<file path="config.mk">
export PLATFORM = sky130hd
export DESIGN_NAME = bitreg_irq_ctrl
export DESIGN_NICKNAME = d
export VERILOG_FILES = /design/src/rtl/bitreg_irq_pkg.sv /design/src/rtl/bitreg_decode.sv /design/src/rtl/bitreg_cell.sv /design/src/rtl/bitreg_irq_ctrl.sv
export SDC_FILE = /design/constraint.sdc
export NUM_CORES = 1
export LEC_CHECK = 0
export BUFFER_PORTS_ARGS = -buffer_cell sky130_fd_sc_hd__clkbuf_2
export CAP_MARGIN = 20
export CORE_AREA = 2 2 39 41
export CTS_BUF_LIST = sky130_fd_sc_hd__clkbuf_2
export DETAILED_ROUTE_END_ITERATION = 12
export DIE_AREA = 0 0 41 43
export SLEW_MARGIN = 0
export SYNTH_ARGS = -nofsm -noshare
export SYNTH_HDL_FRONTEND = slang
export SYNTH_SLANG_ARGS = --single-unit
</file>
<file path="constraint.sdc">
create_clock -name clk -period 4.71 [get_ports clk]
set_input_delay 1.1775 -clock clk [delete_from_list [all_inputs] [get_ports clk]]
set_output_delay 1.1775 -clock clk [all_outputs]
set_load 0.05 [all_outputs]
</file>
<file path="src/rtl/bitreg_irq_pkg.sv">
package bitreg_irq_pkg;

    localparam int NBITS = 8;
    localparam int OFF_W = $clog2(NBITS);

    // bit roles; the offset of each inside the window is its index
    localparam int B_QIRQ = 0;
    localparam int B_ATTN = 1;
    localparam int B_LOOP = 5;
    localparam int B_LOCK = 6;
    localparam int B_HREQ = 7;

    typedef enum logic [1:0] {
        K_PLAIN,
        K_EVENT,
        K_LOCK,
        K_HREQ
    } bit_kind_t;

    typedef struct packed {
        logic reg_acc;
        logic vec_acc;
        logic iack;
        logic ack;
        logic mem_delay;
        logic dummy_pend;
    } host_ev_t;

    function automatic bit_kind_t kind_of(int idx);
        if (idx == B_HREQ)                      return K_HREQ;
        else if (idx == B_LOCK)                 return K_LOCK;
        else if (idx == B_ATTN || idx == B_QIRQ) return K_EVENT;
        else                                    return K_PLAIN;
    endfunction

    function automatic logic rst_val_of(int idx);
        return (idx == B_HREQ) ? 1'b1 : 1'b0;
    endfunction

endpackage

</file>
<file path="src/rtl/bitreg_decode.sv">
module bitreg_decode
    import bitreg_irq_pkg::*;
#(
    parameter int                ADDR_W = 8,
    parameter logic [ADDR_W-1:0] BASE   = 8'h40
) (
    input  logic              loc_cs,
    input  logic [ADDR_W-1:0] loc_addr,
    output logic [NBITS-1:0]  hit
);
    localparam int HI = ADDR_W - 1;

    logic in_win;

    always_comb begin
        in_win = loc_cs && (loc_addr[HI:OFF_W] == BASE[HI:OFF_W]);
        hit    = '0;
        if (in_win) hit[loc_addr[OFF_W-1:0]] = 1'b1;
    end
endmodule

</file>
<file path="src/rtl/bitreg_cell.sv">
module bitreg_cell #(
    parameter logic RST_VAL = 1'b0
) (
    input  logic clk,
    input  logic rst,
    input  logic hw_ev,
    input  logic hw_val,
    input  logic acc,
    input  logic acc_val,
    input  logic acc_hold,
    output logic q
);
    // a hardware event outranks a local access on the same clock
    always_ff @(posedge clk) begin
        if (rst)                    q <= RST_VAL;
        else if (hw_ev)             q <= hw_val;
        else if (acc && !acc_hold)  q <= acc_val;
    end
endmodule

</file>
<file path="src/rtl/bitreg_irq_ctrl.sv">
module bitreg_irq_ctrl
    import bitreg_irq_pkg::*;
#(
    parameter int                ADDR_W = 8,
    parameter logic [ADDR_W-1:0] BASE   = 8'h40
) (
    input  logic              clk,
    input  logic              rst,
    input  logic              loc_cs,
    input  logic              loc_we,
    input  logic [ADDR_W-1:0] loc_addr,
    input  logic              loc_wd7,
    input  logic              host_reg_acc,
    input  logic              host_vec_acc,
    input  logic              host_iack,
    input  logic              host_ack,
    input  logic              mem_delay,
    input  logic              dummy_pend,
    output logic [NBITS-1:0]  rd_data,
    output logic              host_irq_n,
    output logic              bus_locked,
    output logic              loc_irq1,
    output logic              loc_irq0,
    output logic              loopback_n
);
    host_ev_t         ev;
    logic [NBITS-1:0] hit;
    logic [NBITS-1:0] q;
    logic [NBITS-1:0] hw_ev;
    logic [NBITS-1:0] hw_val;
    logic [NBITS-1:0] acc_val;
    logic [NBITS-1:0] acc_hold;
    logic             lb_q;

    assign ev = '{reg_acc:    host_reg_acc,
                  vec_acc:    host_vec_acc,
                  iack:       host_iack,
                  ack:        host_ack,
                  mem_delay:  mem_delay,
                  dummy_pend: dummy_pend};

    bitreg_decode #(.ADDR_W(ADDR_W), .BASE(BASE)) u_dec (
        .loc_cs   (loc_cs),
        .loc_addr (loc_addr),
        .hit      (hit)
    );

    for (genvar i = 0; i < NBITS; i++) begin : g_bit
        localparam bit_kind_t KIND = kind_of(i);

        if (KIND == K_HREQ) begin : g_hreq
            // firmware asserts with data 0; any other access negates
            assign hw_ev[i]    = ev.ack;
            assign hw_val[i]   = 1'b1;
            assign acc_val[i]  = ~loc_we | loc_wd7;
            assign acc_hold[i] = 1'b0;
        end else if (KIND == K_LOCK) begin : g_lock
            assign hw_ev[i]    = ev.mem_delay;
            assign hw_val[i]   = 1'b1;
            assign acc_val[i]  = 1'b0;
            assign acc_hold[i] = ev.dummy_pend;
        end else if (KIND == K_EVENT) begin : g_evt
            if (i == B_ATTN) begin : g_attn
                assign hw_ev[i] = ev.reg_acc;
            end else begin : g_queue
                assign hw_ev[i] = ev.vec_acc & ~ev.iack;
            end
            assign hw_val[i]   = 1'b1;
            assign acc_val[i]  = 1'b0;
            assign acc_hold[i] = 1'b0;
        end else begin : g_plain
            assign hw_ev[i]    = 1'b0;
            assign hw_val[i]   = 1'b0;
            assign acc_val[i]  = 1'b0;
            assign acc_hold[i] = 1'b0;
        end

        bitreg_cell #(.RST_VAL(rst_val_of(i))) u_cell (
            .clk      (clk),
            .rst      (rst),
            .hw_ev    (hw_ev[i]),
            .hw_val   (hw_val[i]),
            .acc      (hit[i]),
            .acc_val  (acc_val[i]),
            .acc_hold (acc_hold[i]),
            .q        (q[i])
        );
    end

    // one-clock low strobe after an access to the loopback offset
    always_ff @(posedge clk) begin
        if (rst) lb_q <= 1'b1;
        else     lb_q <= ~hit[B_LOOP];
    end

    assign rd_data    = (!loc_we && (|hit)) ? q : '0;
    assign host_irq_n = q[B_HREQ];
    assign bus_locked = q[B_LOCK];
    assign loc_irq1   = q[B_ATTN];
    assign loc_irq0   = q[B_QIRQ];
    assign loopback_n = lb_q;

endmodule

</file>
# Word level (Yosys, flattened, before mapping)
# Cells that the tools add are included.
[classes]
order_cmp = 2
n_eq_ne = 1
muxes = 10
n_bitwise = 5
reduce_logical = 11
[op_table]
columns = ["cell", "n"]
rows = [
  ["8-bit two-way mux", 2],
  ["8-bit OR reduction", 1],
  ["1-bit two-way mux", 7],
  ["2-bit nonzero test", 3],
  ["5-bit by 4-bit == test with 1-bit output (second input constant)", 1],
  ["1-bit logical AND", 4],
  ["3-bit by 4-bit < comparator with 1-bit output (second input constant)", 1],
  ["1-bit demux with 3-bit select", 1],
  ["3-bit by 1-bit >= comparator with 1-bit output (second input constant)", 1],
  ["1-bit inverter", 3],
  ["1-bit zero test", 2],
  ["2-bit OR reduction", 1],
  ["1-bit bitwise AND", 1],
  ["1-bit bitwise OR", 1],
]
[totals]
register_bits = 5
inputBits = 19
output_inout_bits = 13
wordCells = 34

# Depth between registers and ports, before layout
# Gate-level depths: netlist (run 1).
[logic_depth]
ltp_word = 8
ltp_mapped = 3
depth_no_buf = 3

# Cells and area by module
# A second synthesis (run 1) with hierarchy kept.
[unflattened]
cells_unflattened = 88
hier_area_um2 = 767.0
[modules_own_cells]
columns = ["mod", "instances", "cells_per_inst", "area_per_inst_um2", "seq_area_each_um2"]
rows = [
  ["bitreg_cell at g_bit[0].u_cell ...", 7, 6, 62.6, 20.0],
  ["bitreg_irq_ctrl", 1, 24, 178.9, 20.0],
  ["bitreg_decode", 1, 15, 90.1, 0.0],
  ["bitreg_cell at g_bit[7].u_cell", 1, 7, 60.1, 20.0],
]

# Worst setup path after synthesis (run 1)
# No wires, ideal clock.
[synth_path]
kind = "input -> output"
from = "input port loc_addr[4]"
to = "output port rd_data[0]"
arrival_ps = 3147
t_required_ps = 3533
setup_slack_ps = 386
stages = 3
path_buffers = 0
path_cell_list = "or4b_4 > or2_4 > nor3b_1"
[synth_between]
elab_chain_len = 6
[synth_lines]
columns = ["element", "line", "text"]
rows = [
  ["from (decl)", "bitreg_irq_ctrl.sv:11", "input logic [ADDR_W-1:0] loc_addr,"],
  ["5-bit by 4-bit == test with 1-bit output", "bitreg_decode.sv:16", "in_win = loc_cs && (loc_addr[HI:OFF_W] == BASE[HI:OFF_W]);"],
  ["1-bit logical AND", "bitreg_decode.sv:16", ""],
  ["8-bit two-way mux", "bitreg_decode.sv:18", "if (in_win) hit[loc_addr[OFF_W-1:0]] = 1'b1;"],
  ["8-bit OR reduction", "bitreg_irq_ctrl.sv:96", "assign rd_data = (!loc_we && (|hit)) ? q : '0;"],
  ["1-bit logical AND", "bitreg_irq_ctrl.sv:96", ""],
  ["8-bit two-way mux", "bitreg_irq_ctrl.sv:96", ""],
  ["to (decl)", "bitreg_irq_ctrl.sv:19", "output logic [NBITS-1:0] rd_data,"],
]
# Every way passes these cells.

# Worst setup path after layout (run 1)
# Ends and elaborated chain as after synthesis.

==> results of run 1 <==
[worst max-delay path, cell delays in order]
cell and delay, ns:
clkbuf_2 0.08, or4b_4 0.54, or2_4 0.28, nor3b_1 0.21, clkbuf_2 0.31
[stage by stage]
stage	power [mW]	area (um2)	util [%]	instances
3_5_place_dp	0.0776	447	32.3	78
5_1_grt	0.125	467	33.7	82
4_1_cts	0.118	467	33.7	82
6_report	0.116	467	33.7	82
3_3_place_gp	0.0774	447	32.3	78
2_1_floorplan	0.0681	322	-	39
[flip-flops by register name, summed over array words and instances, names as in the netlist]
name / count
loopback_n: 1
g_bit.u_cell.q: 4
[kinds of logic (layout without fill, tap and decap cells)]
logic type | count (synthesis) | after routing | synth area share (%)
AOI/OAI and AO/OA | 4 | 4 | 9.68
DFF | 5 | 5 | 32.3
and+or+nand+nor | 20 | 20 | 42.7
muxes | 1 | 1 | 3.23
buffers and inverters | 5 | 32 | 10.9
other | 1 | 4 | 1.21
[power groups by stage]
stage               Sequential, mW  Combinational [mW]  Clock (mW)
floorplan                   0.0524              0.0157           0
global placement            0.0465              0.0309           0
detailed placement          0.0464              0.0312           0
CTS                         0.0456              0.0313      0.0413
global route                0.0457              0.0335      0.0461
finish                      0.0456              0.0311      0.0388
[placed cells by master, fill, tap and decap left out]
master and instances:
nand2_1 1, nor4b_1 2, nand3_1 1, a31oi_1 1, or4b_4 1, clkbuf_2 31, a211oi_1 1, nor3b_1 4
mux2i_1 1, inv_1 1, nor2_1 4, a311oi_1 1, nor4bb_1 1, conb_1 4, or2_4 1, nor4_1 1
nor2b_1 1, dfxtp_1 5, o21bai_1 1, nand2b_1 1, nor3_1 2
[metal layers]
layer / track usage, % / wire length [um] / vias up
met5: 0 / 0 / -
met4: 10.0 / 14 / 0
met1: 11.5 / 348 / 149
met3: 1.57 / 72 / 2
li1: - / - / 185
met2: 12.8 / 348 / 20
[worst max path at each step]
stage,startpoint,end,slack [ns],cells past startpoint
after floorplan,loc_addr[4],rd_data[0],0.39,3
after global placement,loc_addr[4],rd_data[1],0.95,5
after detailed placement,loc_addr[4],rd_data[6],0.94,5
after CTS,loc_addr[4],rd_data[7],0.94,5
after global routing,loc_addr[4],rd_data[0],0.87,5
final,loc_addr[4],rd_data[0],0.93,5
[cell type report]
| type | instances | area (um2) | area share, % |
|---|---|---|---|
| clock buffer | 4 | 20.0 | 4.29 |
| inverter | 1 | 3.75 | 0.804 |
| multi-input combinational | 29 | 188 | 40.2 |
| sequential | 5 | 100 | 21.4 |
| tap | 16 | 20.0 | 4.29 |
| timing repair buffer | 27 | 135 | 29.0 |
==> qor_table.md, run 1 <==
| Quantity | Reported | Unit |
| --- | --- | --- |
| H-tree depth reported by CTS | 1 | - |
| Clock-pin slew of the registers on the worst-case setup and hold paths | 0.05 | ns |
| Maximum root-to-sink buffer count | 2 | - |
| FP Rows | 14 | - |
| Async SR Flop Fraction | 0 | % |
| TritonCTS clock tree | built | - |
| Net count reported at finish | 86 | - |
| MaxCap Viol Count | 0 | - |
| Starting density of the core | 22.4 | % |
| Sum of negative setup slack | 0 | ns |
| Upper clock frequency limit | 0.264 | GHz |
| Area of the die | 0.00176 | mm2 |
| Worst Path Max Fanout | 4 | - |
| Pin count of the biggest net entering global routing | 7 | - |
| Netlist area before placement | 310 | um2 |
| Area inside the core boundary | 0.00138 | mm2 |
| Global-route usage over all layers | 9.53 | % |
| Initial DRT Pass Iterations | 4 | - |
| Sequential share of power | 39.5 | % |
| Routed vias/inst | 4.34 | - |
| Synth top cells by count | 5 x dfxtp_1, 4 x buf_4, 4 x nor2_1, 4 x nor3b_1 | - |
| Nature of the critical path startpoint | primary input | - |
| Gr ovfl total | 0 | - |
| Maximum clock skew at final layout | 0 | ns |
| Cell chosen for the clock root | clkbuf_2 | - |
| Number of different library cells in the post-synthesis netlist | 21 | - |
| Top flip-flop cell by instance count after synthesis | dfxtp_1 | - |
| Worst endpoint data arrival time | 2.61 | ns |
| Vias in the first global route | 296 | - |
| Weighted congestion reported at the end of routability-driven placement | 0.818 | - |
| Number of clock sinks seen by CTS | 5 | - |
| Type of the setup path with the least slack | in -> out | - |
| Antenna violations before repair | 0 | - |
| Path depth of the worst reg2reg path | 2 | - |
| Global-route wire length before repair | 1100 | um |
| Fraction of synthesized cell area taken by the top area cell type | 32.3 | % |
| Post-Syn Instances | 36 | - |
| ANT nets after route | 0 | - |
| Worst min path class | reg -> reg | - |
| Top-Level Pins | 32 | - |
| Area contributors post-synth | dfxtp_1 32%, buf_4 9.7%, nor3b_1 9.7% | - |
| Number of hold violations in the final report | 0 | - |
| Final number of setup-violating endpoints | 0 | - |
| Worst skew pair latency | 0.21 | ns |
| Cell taking the most area after synthesis | dfxtp_1 | - |
| Number of buffers inserted by hold repair at cts | 0 | - |
| Leading cell type by number of instances after synthesis | dfxtp_1 | - |
| Final Max Slew Viols | 0 | - |
| Post-CTS resize count | 0 | - |
| Wirelength per Cell | 9.55 | um |
| Combinational Power Share | 26.9 | % |
| Number of buffers inserted by post-CTS setup repair | 0 | - |
| Static leakage | 0.225 | nW |
| Worst hold path endpoint | g_bit[1].u_cell.q$_SDFFE_PP0P_ | - |
| Post-route fraction of the period consumed by the critical path | 80.3 | % |
| Final wirelength | 783 | um |
| Hold path startpoint | g_bit[1].u_cell.q$_SDFFE_PP0P_ | - |
| Worst r2r dst | g_bit[1].u_cell.q$_SDFFE_PP0P_ | - |
| R2r setup slk | 3.99 | ns |
| Die span in y | 43 | um |
| Switching component of the power | 0.0386 | mW |
| Antenna diodes | 0 | - |
| Critical path endpoint category | output pin | - |
| Number of buffers added by the clock tree synthesis step | 3 | - |
| Flip-flop and latch count after synthesis | 5 | - |
| Number of filler instances in the final layout | 148 | - |
| Die width | 41 | um |
| Post-synthesis average cell area | 8.62 | um2 |
| Post-Route Hold Slack | 0.524 | ns |
| Result of the run | finished clean | - |
| Residual DRC count | 0 | - |
| Int Power | 0.0769 | mW |
| Total power per unit cell area | 248 | mW/mm2 |
| Final worst slack | 0.926 | ns |
| Hold Crit Depth | 2 | - |
| Synth warn | 0 | - |
| RSZ-0062 raised after global routing | no | - |
| Sequential share of the synthesized area | 32.3 | % |
| Max IR drop VDD | 0.0000743 | V |
| Pre-CTS worst setup slack | 0.941 | ns |
| Overall via count from detail_route | 356 | - |
| Startpoint of the lowest-slack register-to-register path | g_bit[1].u_cell.q$_SDFFE_PP0P_ | - |
| Share of cells above drive strength 1 | 50.0 | % |
| Clock power share | 33.6 | % |
| Net switching share of the total power | 33.4 | % |
| Drt initial violations | 4 | - |
| Min Tclk post-route | 3.78 | ns |
| Port Buffers | 27 | - |
| Number of synthesized flops with an enable pin | 0 | - |
| Critical Path RT | 3.53 | ns |
| Area Overhead vs Synth | 50.4 | % |
(Power assumes the default switching activity.)
==> inputs of run 2 (changes only) <==
Clock period 4.71 ns to 3.6 ns, I/O delays scaled along.
==> run 2 against run 1 <==
Net effect:
- critical path depth stayed put
- global-route usage shrank 0.60 points
- die area did not move
- worst setup slack worse by 0.56 ns
- combinational power increased by 31%
- critical path type unchanged
- highest routed layer unchanged
==> qor_table.md, run 2 (synthesis gave the netlist of run 1 again) <==
| Quantity | Reported | Unit | Delta |
| --- | --- | --- | --- |
| Result of the run | finished clean | - |  |
| Antenna violations before repair | 0 | - | unchanged |
| Number of buffers inserted by post-CTS setup repair | 0 | - | unchanged |
| Vias in the first global route | 282 | - | -4.7% |
| Upper clock frequency limit | 0.310 | GHz |  |
| Net count reported at finish | 86 | - | unchanged |
| Worst skew pair latency | 0.20 | ns | about the same |
| Top-Level Pins | 32 | - | unchanged |
| RSZ-0062 raised after global routing | no | - |  |
| Weighted congestion reported at the end of routability-driven placement | 0.821 | - | +0.33% |
| Max reg flops | 4 | - | unchanged |
| Most common library cell in the layout ignoring fill and taps | clkbuf_2 | - |  |
| Startpoint of the lowest-slack register-to-register path | g_bit[1].u_cell.q$_SDFFE_PP0P_ | - |  |
| Number of buffers added by the clock tree synthesis step | 3 | - | unchanged |
| Share of cells above drive strength 1 | 50.0 | % | unchanged |
| Most prevalent standard cell on the critical path | clkbuf_2 | - |  |
| H-tree depth reported by CTS | 1 | - | unchanged |
| Post-route fraction of the period consumed by the critical path | 89.7 | % |  |
| Critical-path cell with the highest stage delay | or4b_4 | - |  |
| Routed vias/inst | 4.51 | - | +3.9% |
| Global-route usage over all layers | 8.93 | % | -0.60 points |
| MaxCap Viol Count | 0 | - | unchanged |
| Overall via count from detail_route | 370 | - | +3.9% |
| Starting density of the core | 22.4 | % | unchanged |
| Sequential share of power | 39.7 | % | +0.2 points |
| Net switching share of the total power | 32.9 | % | -0.55 points |
| R2r setup slk | 2.88 | ns | -1.11 ns |
| Worst r2r dst | g_bit[1].u_cell.q$_SDFFE_PP0P_ | - |  |
| Area inside the core boundary | 0.00138 | mm2 | unchanged |
| Final wirelength | 764 | um | -2.4% |
| TritonCTS clock tree | built | - |  |
| Die span in y | 43 | um | unchanged |
| Final Max Slew Viols | 0 | - | unchanged |
| Initial DRT Pass Iterations | 4 | - | unchanged |
| Cells along the critical path | clkbuf_2, or4b_4, or2_4, nor3b_1, clkbuf_2 | - |  |
| Worst hold path endpoint | g_bit[0].u_cell.q$_SDFFE_PP0P_ | - |  |
| Most Used Layer, Global Route | met2 | - |  |
| Gr ovfl total | 0 | - | unchanged |
| Static leakage | 0.225 | nW | unchanged |
| Met2 Usage GRT | 12.2 | % | -0.62 points |
| Max IR drop VDD | 0.0000983 | V | +32% |
| Total power per unit cell area | 321 | mW/mm2 | +30% |
| Post-layout util | 33.7 | % | unchanged |
| Maximum root-to-sink buffer count | 2 | - | unchanged |
| Post-CTS resize count | 0 | - | unchanged |
| Most frequent cells in the layout | 31 x clkbuf_2, 5 x dfxtp_1, 4 x nor3b_1, 4 x nor2_1, 4 x conb_1 | - |  |
| Cell chosen for the clock root | clkbuf_2 | - |  |
| Pin count of the biggest net entering global routing | 7 | - | unchanged |
| Residual DRC count | 0 | - | unchanged |
| Min Tclk post-route | 3.23 | ns |  |
| Antenna diodes | 0 | - | unchanged |
| Worst min path class | reg -> reg | - |  |
| Wirelength per Cell | 9.32 | um | -2.4% |
| Die width | 41 | um | unchanged |
| Switching component of the power | 0.0493 | mW | +28% |
| Path depth of the worst reg2reg path | 2 | - | unchanged |
| Final number of setup-violating endpoints | 0 | - | unchanged |
| Number of hold violations in the final report | 0 | - | unchanged |
| Hold Crit Depth | 2 | - | unchanged |
| ANT nets after route | 0 | - | unchanged |
| Nature of the critical path startpoint | primary input | - |  |
| Maximum clock skew at final layout | 0 | ns | unchanged |
| Sequential standard cell area | 100 | um2 | unchanged |
| Int Power | 0.101 | mW | +31% |
| Area Overhead vs Synth | 50.4 | % | unchanged |
| Area used by multi-input combinational logic | 188 | um2 | unchanged |
| Most flop-heavy register | g_bit.u_cell.q | - |  |
| Port Buffers | 27 | - | unchanged |
| Area of the die | 0.00176 | mm2 | unchanged |
| Global-route wire length before repair | 1040 | um | -5.7% |
| Drt initial violations | 5 | - | +1 |
| Delay of the slowest cell on the worst path | 0.55 | ns | about the same |
| Worst endpoint data arrival time | 2.33 | ns | -0.28 ns |
| Critical Path RT | 2.70 | ns | -0.83 ns |
| Combinational Power Share | 27.1 | % | +0.2 points |
| Worst Path Max Fanout | 4 | - | unchanged |
| Grt met3 use | 1.57 | % | unchanged |
| Clock power share | 33.2 | % | -0.4 points |
| Total Power Consumption | 0.150 | mW | +30% |
| Critical path endpoint category | output pin | - |  |
| FP Rows | 14 | - | unchanged |
| Hold path startpoint | g_bit[0].u_cell.q$_SDFFE_PP0P_ | - |  |
| Number of buffers inserted by hold repair at cts | 0 | - | unchanged |
| Grt met1 use | 11.2 | % | -0.32 points |
| Type of the setup path with the least slack | in -> out | - |  |
| Clock-pin slew of the registers on the worst-case setup and hold paths | 0.06 | ns | about the same |
| Number of clock sinks seen by CTS | 5 | - | unchanged |
| Number of filler instances in the final layout | 147 | - | -0.68% |
| Sum of negative setup slack | 0 | ns | unchanged |
==> run 2: cell counts in the layout (fill, tap and decap cells not counted) <==
Identical to the previous run, type by type.
==> run 2: stage by stage <==
stage / cells / cell area [um2] / hold WS, ns / setup WS [ns]
2_1_floorplan: 39 / 322 / 0.712 / -0.169
3_3_place_gp: 78 / 447 / 0.508 / 0.397
3_5_place_dp: 78 / 447 / 0.516 / 0.390
4_1_cts: 82 / 467 / 0.526 / 0.382
5_1_grt: 82 / 467 / 0.565 / 0.320
6_report: 82 / 467 / 0.525 / 0.371
==> run 2: worst max-delay path by stage <==
stage / startpoint / endpoint / slack, ns / cells past startpoint
finish: loc_addr[4] / rd_data[0] / 0.37 / 5
global route: loc_addr[4] / rd_data[0] / 0.32 / 5
CTS: loc_addr[4] / rd_data[6] / 0.38 / 5
detailed placement: loc_addr[4] / rd_data[6] / 0.39 / 5
global placement: loc_addr[4] / rd_data[1] / 0.40 / 5
floorplan: loc_addr[4] / rd_data[0] / -0.17 / 3
==> run 2: worst max-delay path: cells and delay by family <==
family / cells / cell delay, ns
buffers and inverters: 2 / 0.39
AND/OR/NAND/NOR: 3 / 1.04
==> run 2: power by group through the flow <==
stage / Clock (mW) / Sequential, mW / Combinational (mW)
5_1_grt: 0.0593 / 0.0598 / 0.0436
4_1_cts: 0.0527 / 0.0596 / 0.0409
2_1_floorplan: 0 / 0.0686 / 0.0205
6_report: 0.0498 / 0.0596 / 0.0406
3_3_place_gp: 0 / 0.0608 / 0.0405
3_5_place_dp: 0 / 0.0608 / 0.0409
==> run 2: final cells by class <==
| class | instances | share of cell area (%) |
|---|---|---|
| Multi-Input combinational cell | 29 | 40.2 |
| Timing Repair Buffer | 27 | 29.0 |
| Sequential cell | 5 | 21.4 |
| Clock buffer | 4 | 4.29 |
| Tap cell | 16 | 4.29 |
| Inverter | 1 | 0.804 |
==> run 2: routing by layer <==
| metal | vias to the layer above | part of all wire [%] |
|---|---|---|
| li1 | 185 | - |
| met1 | 163 | 45 |
| met4 | 0 | 1.8 |
| met5 | - | 0 |
| met3 | 2 | 8.4 |
| met2 | 20 | 45 |
==> inputs of run 3 (changes only) <==
Settings changed: CTS_BUF_LIST sky130_fd_sc_hd__clkbuf_2 to sky130_fd_sc_hd__clkbuf_16.
==> run 3 against run 2 <==
Net effect:
- wire length increased by 3.7%
- largest cell class unchanged
- total power up 84%
- flip-flop and latch count unchanged
- sequential power rose by 0.7%
- cell count stayed put
- worst hold slack lost 0.0043 ns
- clock-buffer cell count down 1
- via count is 0.27% lower
==> qor_table.md, run 3 (synthesis gave the netlist of run 1 again) <==
| Quantity | Reported | Unit | Delta |
| --- | --- | --- | --- |
| Type of the setup path with the least slack | in -> out | - |  |
| Final std cells w/o fill | 82 | - | unchanged |
| Total Power Consumption | 0.277 | mW | +84% |
| Residual DRC count | 0 | - | unchanged |
| Upper clock frequency limit | 0.311 | GHz | +0.31% |
| Nature of the critical path startpoint | primary input | - |  |
| Wirelength per Cell | 9.66 | um | +3.7% |
| Weighted congestion reported at the end of routability-driven placement | 0.821 | - | unchanged |
| H-tree depth reported by CTS | 1 | - | unchanged |
| Area of the die | 0.00176 | mm2 | unchanged |
| Final number of setup-violating endpoints | 0 | - | unchanged |
| Critical path endpoint category | output pin | - |  |
| Critical Path RT | 2.70 | ns | about the same |
| Most flop-heavy register | g_bit.u_cell.q | - |  |
| Net count reported at finish | 86 | - | unchanged |
| MaxCap Viol Count | 0 | - | unchanged |
| Overall via count from detail_route | 369 | - | -0.27% |
| Number of buffers inserted by hold repair at cts | 0 | - | unchanged |
| Die span in y | 43 | um | unchanged |
| Sequential share of power | 21.7 | % | -18 points |
| Placed cells | 78 | - | unchanged |
| Number of buffers added by the clock tree synthesis step | 3 | - | unchanged |
| Post-route fraction of the period consumed by the critical path | 89.4 | % | -0.28 points |
| Static leakage | 0.251 | nW | +11% |
| Vias in the first global route | 302 | - | +7.1% |
| Post-Route Hold Slack | 0.520 | ns | -0.00429 ns |
| Maximum root-to-sink buffer count | 2 | - | unchanged |
| Initial DRT Pass Iterations | 4 | - | unchanged |
| ANT nets after route | 0 | - | unchanged |
| Antenna diodes | 0 | - | unchanged |
| Final Max Slew Viols | 0 | - | unchanged |
| TritonCTS clock tree | built | - |  |
| Combinational Power Share | 14.7 | % | -12 points |
| Most frequent cells in the layout | 27 x clkbuf_2, 5 x dfxtp_1, 4 x nor3b_1, 4 x nor2_1, 4 x conb_1 | - |  |
| Port Buffers | 27 | - | unchanged |
| Delay of the slowest cell on the worst path | 0.55 | ns | about the same |
| Worst min path class | reg -> reg | - |  |
| Number of buffers inserted by post-CTS setup repair | 0 | - | unchanged |
| Number of hold violations in the final report | 0 | - | unchanged |
| Int Power | 0.215 | mW | +110% |
| Most common library cell in the layout ignoring fill and taps | clkbuf_2 | - |  |
| Clock-pin slew of the registers on the worst-case setup and hold paths | 0.03 | ns | -0.03 ns |
| Global-route usage over all layers | 9.62 | % | +0.69 points |
| Pin count of the biggest net entering global routing | 7 | - | unchanged |
| Top-Level Pins | 32 | - | unchanged |
| Global-route wire length before repair | 1120 | um | +7.9% |
| Worst endpoint data arrival time | 2.32 | ns | about the same |
| FP Rows | 14 | - | unchanged |
| Starting density of the core | 22.4 | % | unchanged |
| Worst skew pair latency | 0.22 | ns | +0.02 ns |
| Result of the run | finished clean | - |  |
| Cells along the critical path | clkbuf_2, or4b_4, or2_4, nor3b_1, clkbuf_2 | - |  |
| Max IR drop VDD | 0.000166 | V | +69% |
| Min Tclk post-route | 3.22 | ns | -0.0100 ns |
| RSZ-0062 raised after global routing | no | - |  |
| Net switching share of the total power | 22.3 | % | -11 points |
| Routed vias/inst | 4.50 | - | -0.27% |
| Critical-path cell with the highest stage delay | or4b_4 | - |  |
| Area inside the core boundary | 0.00138 | mm2 | unchanged |
| Final wirelength | 792 | um | +3.7% |
| Clock power share | 63.7 | % | +31 points |
| Maximum clock skew at final layout | 0 | ns | unchanged |
| Post-CTS resize count | 0 | - | unchanged |
| Most prevalent standard cell on the critical path | clkbuf_2 | - |  |
| Total power per unit cell area | 527 | mW/mm2 | +64% |
| Max reg flops | 4 | - | unchanged |
| Area Overhead vs Synth | 69.4 | % |  |
| Antenna violations before repair | 0 | - | unchanged |
| Drt initial violations | 5 | - | unchanged |
| Share of cells above drive strength 1 | 48.5 | % | -1.5 points |
| Switching component of the power | 0.0616 | mW | +25% |
| Worst Path Max Fanout | 4 | - | unchanged |
| Cell chosen for the clock root | clkbuf_16 | - |  |
| Die width | 41 | um | unchanged |
| Gr ovfl total | 0 | - | unchanged |
| Number of clock sinks seen by CTS | 5 | - | unchanged |
[run 3: cell count changes in the layout (fill, tap and decap cells not counted)]
cell	change
clkbuf_16	+3
clkbuf_2	-4
inv_1	+1
[run 3: final timing paths]
check / from / end / slack [ns] / cells past startpoint
setup reg to reg: g_bit[7].u_cell.q$_SDFFE_PP1P_ / g_bit[7].u_cell.q$_SDFFE_PP1P_ / 2.89 / 2
setup / recovery: loc_addr[4] / rd_data[0] / 0.38 / 5
hold / removal: g_bit[1].u_cell.q$_SDFFE_PP0P_ / g_bit[1].u_cell.q$_SDFFE_PP0P_ / 0.52 / 2
hold reg to reg: g_bit[1].u_cell.q$_SDFFE_PP0P_ / g_bit[1].u_cell.q$_SDFFE_PP0P_ / 0.52 / 2
[run 3: power groups by stage]
stage	sequential (mW)	clock (mW)	combinational, mW
global placement	0.0608	0	0.0405
CTS	0.0601	0.179	0.0409
finish	0.0600	0.176	0.0406
floorplan	0.0686	0	0.0205
global route	0.0603	0.185	0.0437
detailed placement	0.0608	0	0.0409
[run 3: area by class of cell]
cell class                 count  area, um2
inverter                       1       3.75
fill                         138        858
multi-input combinational     29        188
sequential                     5        100
timing repair buffer          27        135
clock buffer                   3       75.1
clock inverter                 1       3.75
tap                           16       20.0
[run 3: critical path, delay by kind of cell]
family                 cells  cell delay [ns]
buffers and inverters      2             0.39
AND/OR/NAND/NOR            3             1.03
[run 3: metal layers]
metal  up-vias  routed length (um)  track usage [%]
li1        185                   -                -
met3         2                  64                0
met1       162                 351             12.1
met5         -                   0                0
met2        20                 361             13.4
met4         0                  14             10.0
[run 3: metrics by stage]
step / setup TNS (ns) / cell area [um2] / setup slack (ns) / utilization (%)
finish: 0 / 526 / 0.381 / 38.0
global route: 0 / 526 / 0.320 / 38.0
CTS: 0 / 526 / 0.382 / 38.0
detailed placement: 0 / 447 / 0.390 / 32.3
global placement: 0 / 447 / 0.397 / 32.3
floorplan: -0.678 / 322 / -0.169 / -
